<file path="src/rtl/dacc_pkg.sv">
package dacc_pkg;
  typedef enum logic [3:0] {
    OP_LOAD = 4'd0,  OP_LDHI = 4'd1,  OP_INP  = 4'd2,  OP_ADD  = 4'd3,
    OP_SUB  = 4'd4,  OP_AND  = 4'd5,  OP_CMP  = 4'd6,  OP_LSR  = 4'd7,
    OP_ASR  = 4'd8,  OP_LSL  = 4'd9,  OP_ASRD = 4'd10, OP_LSLD = 4'd11,
    OP_MUL  = 4'd12
  } op_e;

  localparam logic [3:0] OP_LAST = 4'd12;

  function automatic logic op_known(input logic [3:0] c);
    return c <= OP_LAST;
  endfunction
endpackage

</file>
<file path="src/rtl/dacc_arith.sv">
module dacc_arith #(
  parameter int W = 12
) (
  input  logic [W-1:0] acc,
  input  logic [W-1:0] opnd,
  output logic [W-1:0] add_sum,
  output logic         add_co,
  output logic [W-1:0] sub_sum,
  output logic         sub_co,
  output logic         lt,
  output logic         eq
);
  logic [W:0] s_add, s_sub;

  always_comb begin
    s_add = {1'b0, acc} + {1'b0, opnd};
    s_sub = {1'b0, acc} + {1'b0, ~opnd} + (W+1)'(1);
    add_sum = s_add[W-1:0];
    add_co  = s_add[W];
    sub_sum = s_sub[W-1:0];
    sub_co  = s_sub[W];
    lt      = opnd < acc;
    eq      = opnd == acc;
  end
endmodule

</file>
<file path="src/rtl/dacc_shift.sv">
module dacc_shift #(
  parameter int W = 12
) (
  input  logic [3:0]   code,
  input  logic         use_b,
  input  logic [W-1:0] a,
  input  logic [W-1:0] b,
  output logic [W-1:0] na,
  output logic [W-1:0] nb
);
  import dacc_pkg::*;

  logic [W-1:0] cur, single;
  logic         rfill;

  always_comb begin
    cur    = use_b ? b : a;
    rfill  = 1'b0;
    single = cur;
    case (code)
      OP_LSR: begin
        rfill  = use_b ? cur[W-1] : 1'b0;
        single = {rfill, cur[W-1:1]};
      end
      OP_ASR: single = {cur[W-1], cur[W-1:1]};
      OP_LSL: single = {cur[W-2:0], 1'b0};
      default: single = cur;
    endcase

    na = a;
    nb = b;
    case (code)
      OP_ASRD: begin
        nb = {b[W-1], b[W-1:1]};
        na = {b[0], a[W-1:1]};
      end
      OP_LSLD: begin
        nb = {b[W-2:0], 1'b0};
        na = {a[W-2:0], 1'b0};
      end
      default: begin
        if (use_b) nb = single;
        else       na = single;
      end
    endcase
  end
endmodule

</file>
<file path="src/rtl/dacc_mstep.sv">
module dacc_mstep #(
  parameter int W = 12
) (
  input  logic [W-1:0] a,
  input  logic [W-1:0] b,
  input  logic [W-1:0] opnd,
  output logic [W-1:0] na,
  output logic [W-1:0] nb
);
  logic [W:0] sum;

  always_comb begin
    sum = {1'b0, b} + (a[0] ? {1'b0, opnd} : '0);
    nb  = sum[W:1];
    na  = {sum[0], a[W-1:1]};
  end
endmodule

</file>
<file path="src/rtl/dacc_mipipe.sv">
module dacc_mipipe #(
  parameter int LAG = 2
) (
  input  logic clk,
  input  logic rst,
  input  logic adv,
  input  logic din,
  output logic mi
);
  logic [LAG-1:0] chain;

  generate
    if (LAG == 1) begin : g_direct
      always_ff @(posedge clk) begin
        if (rst)      chain <= '0;
        else if (adv) chain <= din;
      end
    end else begin : g_chain
      always_ff @(posedge clk) begin
        if (rst)      chain <= '0;
        else if (adv) chain <= {chain[LAG-2:0], din};
      end
    end
  endgenerate

  assign mi = chain[LAG-1];
endmodule

</file>
<file path="src/rtl/dacc_exec.sv">
module dacc_exec #(
  parameter int W       = 12,
  parameter int NIN     = 16,
  parameter int MI_LAG  = 2,
  parameter int SHORT_W = 4
) (
  input  logic           clk,
  input  logic           rst,
  input  logic           op_valid,
  input  logic [3:0]     op_code,
  input  logic [W-1:0]   operand,
  input  logic           sel_b,
  input  logic [NIN-1:0] in_bits,
  output logic [W-1:0]   acc_a,
  output logic [W-1:0]   acc_b,
  output logic           flg_mi,
  output logic           flg_lt,
  output logic           flg_eq,
  output logic           flg_nc,
  output logic           flg_a0
);
  import dacc_pkg::*;

  localparam int IDXW = (NIN > 1) ? $clog2(NIN) : 1;
  localparam int LOW_W = W - SHORT_W;

  logic           pend_b;
  logic           act;
  logic [W-1:0]   cur;
  logic [W-1:0]   add_sum, sub_sum;
  logic           add_co, sub_co, lt_w, eq_w;
  logic [W-1:0]   sh_a, sh_b, mu_a, mu_b;
  logic [W-1:0]   res, na, nb, nsel;
  logic [IDXW-1:0] idx;
  logic           in_bit;
  op_e            code;

  assign code = op_e'(op_code);
  assign act  = op_valid && op_known(op_code);
  assign cur  = pend_b ? acc_b : acc_a;
  assign idx  = operand[IDXW-1:0];
  assign in_bit = (32'(idx) < NIN) ? in_bits[idx] : 1'b0;

  dacc_arith #(.W(W)) u_arith (
    .acc(cur), .opnd(operand),
    .add_sum(add_sum), .add_co(add_co),
    .sub_sum(sub_sum), .sub_co(sub_co),
    .lt(lt_w), .eq(eq_w)
  );

  dacc_shift #(.W(W)) u_shift (
    .code(op_code), .use_b(pend_b), .a(acc_a), .b(acc_b),
    .na(sh_a), .nb(sh_b)
  );

  dacc_mstep #(.W(W)) u_mstep (
    .a(acc_a), .b(acc_b), .opnd(operand), .na(mu_a), .nb(mu_b)
  );

  always_comb begin
    case (code)
      OP_LOAD: res = operand;
      OP_LDHI: res = {operand[SHORT_W-1:0], {LOW_W{1'b0}}};
      OP_INP:  res = {{(W-1){1'b0}}, in_bit};
      OP_ADD:  res = add_sum;
      OP_SUB:  res = sub_sum;
      OP_AND:  res = cur & operand;
      default: res = cur;
    endcase

    na = acc_a;
    nb = acc_b;
    case (code)
      OP_LSR, OP_ASR, OP_LSL, OP_ASRD, OP_LSLD: begin
        na = sh_a;
        nb = sh_b;
      end
      OP_MUL: begin
        na = mu_a;
        nb = mu_b;
      end
      default: begin
        if (pend_b) nb = res;
        else        na = res;
      end
    endcase
    nsel = pend_b ? nb : na;
  end

  dacc_mipipe #(.LAG(MI_LAG)) u_mi (
    .clk(clk), .rst(rst), .adv(act), .din(nsel[W-1]), .mi(flg_mi)
  );

  always_ff @(posedge clk) begin
    if (rst) begin
      acc_a  <= '0;
      acc_b  <= '0;
      pend_b <= 1'b0;
      flg_lt <= 1'b0;
      flg_eq <= 1'b0;
      flg_nc <= 1'b0;
      flg_a0 <= 1'b0;
    end else begin
      pend_b <= sel_b | (pend_b & ~act);
      if (act) begin
        acc_a  <= na;
        acc_b  <= nb;
        flg_lt <= lt_w;
        flg_eq <= eq_w;
        flg_nc <= (code == OP_ADD) ? ~add_co : ~sub_co;
        flg_a0 <= acc_a[0];
      end
    end
  end
endmodule

</file>
<file path="config.mk">
export PLATFORM = sky130hd
export DESIGN_NAME = dacc_exec
export DESIGN_NICKNAME = d
export VERILOG_FILES = /design/src/rtl/dacc_pkg.sv /design/src/rtl/dacc_arith.sv /design/src/rtl/dacc_shift.sv /design/src/rtl/dacc_mstep.sv /design/src/rtl/dacc_mipipe.sv /design/src/rtl/dacc_exec.sv
export SDC_FILE = /design/constraint.sdc
export NUM_CORES = 1
export LEC_CHECK = 0
export BUFFER_PORTS_ARGS = -buffer_cell sky130_fd_sc_hd__buf_4
export CAP_MARGIN = 20
export CORE_MARGIN = 2
export CORE_UTILIZATION = 60
export DETAILED_ROUTE_END_ITERATION = 12
export PLACE_DENSITY = 0.86
export RECOVER_POWER = 25
export SLEW_MARGIN = 15
export SYNTH_ARGS = -nofsm -noshare
export SYNTH_HDL_FRONTEND = slang
export SYNTH_SLANG_ARGS = --single-unit
</file>
<file path="constraint.sdc">
create_clock -name clk -period 3.7 [get_ports clk]
set_input_delay 0.185 -clock clk [delete_from_list [all_inputs] [get_ports clk]]
set_output_delay 0.185 -clock clk [all_outputs]
set_load 0.01 [all_outputs]
</file>
# After elaboration in Yosys (flattened, before gate mapping)
# Index checks and enable logic that the tools add are counted.
# totals
output_inout_bits,29
register_bits,31
in_bits,36
wordCells,54
# classes
bitwise_logic,7
add_sub_neg,4
order_cmp,3
mux,17
reduce_logical,3
n_eq_ne,12
# ops
cell,n
one-hot mux 12 bit (2 select lines),4
2-to-1 mux 12 bit,7
one-hot mux 12 bit (6 select lines),1
one-hot mux 12 bit (3 select lines),1
adder 12 x 12 -> 13 bit,2
"== test 4 bit, second input constant",5
adder 12 x 13 -> 13 bit,1
"adder 13 x 1 -> 13 bit, second input constant",1
bitwise AND 12 bit,1
== test 12 bit,1
"== test 4 x 3 -> 1 bit, second input constant",3
less-than comparator 12 bit,1
NOT 12 bit,1
"== test 4 x 2 -> 1 bit, second input constant",2
"less-than comparator 4 x 5 -> 1 bit, second input constant",1
OR reduction 5 bit,1
binary-select mux 1 bit (select 4 bit),1
"== test 4 x 1 -> 1 bit, second input constant",1
"<= comparator 4 bit, second input constant",1
logical NOT 4 bit,1
2-to-1 mux 1 bit,3
NOT 1 bit,3
bitwise AND 1 bit,1
logical AND 1 bit,1
bitwise OR 1 bit,1

# Depth between registers and ports, before layout
# logic_depth
depth_word,7
mapped_depth,13
ltp_nobuf,11

# By module
# A second synthesis with hierarchy kept.
# unflattened
cells_unflattened,776
area_unflattened_um2,5893.2
# modules_own_cells
module,seq_area_each_um2,instances,area_each_um2,cells_per_inst
dacc_exec,580.6,1,2438.6,298
dacc_arith,0.0,1,1501.4,213
dacc_shift,0.0,1,1094.8,152
dacc_mstep,0.0,1,790.8,107
dacc_mipipe,40.0,1,67.6,6

# Worst setup path after synthesis
# OpenSTA, ideal clock, no wires.
# synth_timing
kind,register -> register
from,register pend_b
to,register (tool-made name)
stages_incl_launch_ff,14
path_buffers,2
setup_time_ns,0.134
t_required_ns,3.566
synth_period_minus_slack_ns,3.212
arrival_ns,3.079
setup_slack_ns,0.488
cell_sequence,dfxtp_1 buf_2 buf_2 mux2i_1 inv_1 ha_1 fa_1 nor2b_1 o21ai_0 a31oi_1 or4_1 a21o_1 a31oi_1 a211oi_1
# synth_lines
item,line_no,text
start: declaration,dacc_exec.sv:27,logic pend_b;
start signal: assignment,dacc_exec.sv:104,pend_b <= sel_b | (pend_b & ~act);

# Final worst setup path
# layout_timing
from,register pend_b
to,register acc_a[11]
# layout_between
elab_chain_len,6
word_cells_on_any_way,12
# layout_lines
item,line_no,text
2-to-1 mux 12 bit,"dacc_shift.sv:17, dacc_exec.sv:40",
adder 12 x 12 -> 13 bit or 2-to-1 mux 1 bit (tied branches),"dacc_arith.sv:17, dacc_shift.sv:22",
adder 13 x 1 -> 13 bit or one-hot mux 12 bit (3 select lines) (tied branches),"dacc_arith.sv:17, dacc_shift.sv:20",
one-hot mux 12 bit (6 select lines) or 2-to-1 mux 12 bit (tied branches),"dacc_exec.sv:61, dacc_shift.sv:42",
2-to-1 mux 12 bit or one-hot mux 12 bit (2 select lines) (tied branches),"dacc_exec.sv:83, dacc_shift.sv:32",
one-hot mux 12 bit (2 select lines) (*),dacc_exec.sv:73,case (code)
end signal: assignment,dacc_exec.sv:106,acc_a <= na;
end: declaration,dacc_exec.sv:14,"output logic [W-1:0] acc_a,"
# Mark *: on every way between the ends. The rest lies on a longest branch, timed or not.
# A chain may end at the register's enable or synchronous reset.

==> metrics.md <==
| Metric | Value |
|---|---|
| WL/cell | approximately 23 um |
| CP Class | flop to flop |
| Cell Area, Placed | roughly 0.0060 mm^2 |
| DRC | 0 |
| All-Layer GR Usage | 41.9% |
| GRT overflow | 0 |
| FF-to-FF Start | pend_b |
| Vias/cell | 7.30 |
| FMAX | 290 MHz |
| # port buffers | 64 |
| First-pass GRT wire length | 32700 um |
| RR Endpoint | acc_a[11] |
| Commonest cells after routing, fill and taps aside | nor2_1, buf_4, a21oi_1, ha_1, o21ai_0 |
| Vias in the first global route | 6078 |
| Worst path arrival time | 3.64 ns |
| Tmin final | 3.45 ns |
| Flop pwr share | roughly 25% |
| Fin Clk Skew | 0.00950 ns |
| Vias | ~6600 |
| DIE HEIGHT | 98.8 um |
| Synthesized flop and latch total | 31 |
| R2R depth | 10 |
| Unrepaired setup endpoints after global routing | no |
| Layout cells sized above 1 | 13.5% |
| Area Growth Syn to Fin | 12.2% |
| Critical Path RT | between 3 and 4 ns |
| CTS Buf Count | 5 |
| Switch share | between 40% and 50% |
| P_sw | around 750 uW |
| Max-slew violations | 0 |
| Power Density | 275 mW/mm^2 |
| P_int | about 900 uW |
| Layout net count | approximately 880 |
| DRT iter0 DRCs | 737 |
| Die ar. | between 0.009 and 0.01 mm^2 |
| Total wire length | 20800 um |
| Final Hold Violating Endpoints | 0 |
| Crit end category | flop |
| # IOs | 65 |
| Slew margin rel. | 34.4% |
| Top FF cell, synth | dfxtp_1 |
| Final Cycle Share | 93.3% |
| # rows | 34 |
| WHS Path Cells | 3 |
| Sink Count | 31 |
| Clk buf depth | 2 |
| Mean Syn Cell Area | just over 7 um^2 |
| Crit path max fanout | 18 |
| Class of the worst hold path | primary input to flop |
| Htree depth | 2 |
| Outcome | completed |
| Crit start category | flop |
| Worst IR Drop VDD | 0.212 mV |
| Die W | 98.8 um |
| Hold Crit Start | sel_b |
| Post-Layout Inst Area | just over 0.006 mm^2 |
| Placed wire-length estimate | around 15000 um |
| Antenna violations before repair | 0 |
| Detail Route Antenna Nets | 0 |
| Netlist cell types | 77 |
| Final TNS setup | 0 ns |
| Root Buffer Master | clkbuf_8 |
| Initial Util | 61.8% |
| Max cap viols | 0 |
| Largest net degree at the start of global routing | 38 |
| CTS tree | built |
| FILL cells | 759 |
| Worst Tran Pin Value | 0.984 ns |
| Worst-path clk slew | 0.08 ns |
| # setup viols final | 0 |
| Post-CTS sizing | 0 |
| ANT cells | 0 |
| Flop2flop setup slack | around 0.25 ns |
| Post-cts hold buffer count | 0 |
| Postcts setup bufs | 0 |
| Clock network latency to the later pin of the worst-skew pair | 0.30 ns |
| Clock power share | between 20 and 25% |
| Logic pwr share | 52.6% |
| Post-Synthesis Cells | 748 |
| Routability cong. | roughly 1 |
| Drt first pass iters | 6 |
| Leak | roughly 2.6 nW |
| Post-synthesis cell area | 0.00539 mm^2 |
| Syn Nets | 839 |
| Warnings from Yosys | 0 |
| Register area share after synthesis | 11.5% |
| Core Region | 0.00872 mm^2 |
| Number of flops mapped to enable cells by yosys | 0 |
| Min-Delay Endpoint | pend_b |
| Fraction of registers with async set/reset | 0% |
| Commonest non-fill, non-tap cell in the layout | nor2_1 |
==> critical path: stages, from the launching register on <==
cell       delay (ns)
dfxtp_2          0.56
buf_4            0.31
mux2i_1          0.32
inv_1            0.20
ha_1             0.29
or3_1            0.33
o211ai_1         0.31
nand3_1          0.15
a211oi_1         0.37
nor3_1           0.14
a2111oi_2        0.37
==> area by class of cell <==
type	instances	area, um^2	share of cell area [%]
clock buffer	6	82.6	1.37
clock inverter	2	35.0	0.580
inverter	48	180	2.98
multi-input combinational	615	4360	72.1
sequential	31	622	10.3
tap	108	135	2.24
timing repair buffer	91	631	10.4
==> cell usage after synthesis (19+ instances only) <==
library cell   n  area (um^2)
nand2_1       44          165
mux2i_1       25          250
o21ai_0       50          250
dfxtp_1       31          621
inv_1         48          180
nor2_1        83          312
a21oi_1       54          270
a221oi_1      21          184
clkbuf_1      27          101
a211oi_1      26          195
ha_1          52          651
nor3_1        19         95.1
==> metrics by stage <==
step	setup WS (ns)	hold WS, ns	total power [mW]	util [%]	instances
2_1_floorplan	0.488	0.302	0.977	-	748
5_1_grt	0.00776	0.241	1.74	69.3	901
3_3_place_gp	0.485	0.446	1.25	68.6	893
6_report	0.248	0.283	1.66	69.3	901
4_1_cts	0.366	0.237	1.63	69.9	901
3_5_place_dp	0.391	0.458	1.27	68.6	893
==> cells by family (layout without fill, tap and decap cells) <==
group                    Yosys count  in the layout  synth area share (%)
AO/OA/AOI/OAI                    283            283                  36.6
XOR/XNOR                          14             14                  2.28
adder cells (fa/ha/maj)           55             55                  13.2
buffers and inverters            102            147                  7.59
flip-flops                        31             31                  11.5
multiplexers                      34             34                  7.57
AND/OR/NAND/NOR                  229            229                  21.3
==> routing by layer <==
| layer | track usage, % | part of all wire (%) |
|---|---|---|
| met5 | 0 | 0 |
| met4 | 18.1 | 5.1 |
| met3 | 9.22 | 13 |
| met2 | 66.8 | 44 |
| met1 | 54.4 | 38 |
==> power by group through the flow <==
stage,registers (mW),logic [mW],clock network [mW]
global placement,0.420,0.828,0
global route,0.419,0.940,0.383
CTS,0.414,0.851,0.367
floorplan,0.416,0.561,0
detailed placement,0.421,0.846,0
finish,0.418,0.874,0.371
==> worst max path at each step <==
| stage | start | to | slack [ns] | depth (start not counted) |
|---|---|---|---|---|
| after floorplan | pend_b | flop | 0.49 | 13 |
| after global placement | pend_b | acc_a[11] | 0.48 | 9 |
| after detailed placement | pend_b | acc_a[11] | 0.39 | 10 |
| after CTS | pend_b | acc_a[11] | 0.37 | 10 |
| after global routing | pend_b | acc_a[11] | 0.008 | 11 |
| final | pend_b | acc_a[11] | 0.25 | 10 |
(Power assumes the default switching activity.)
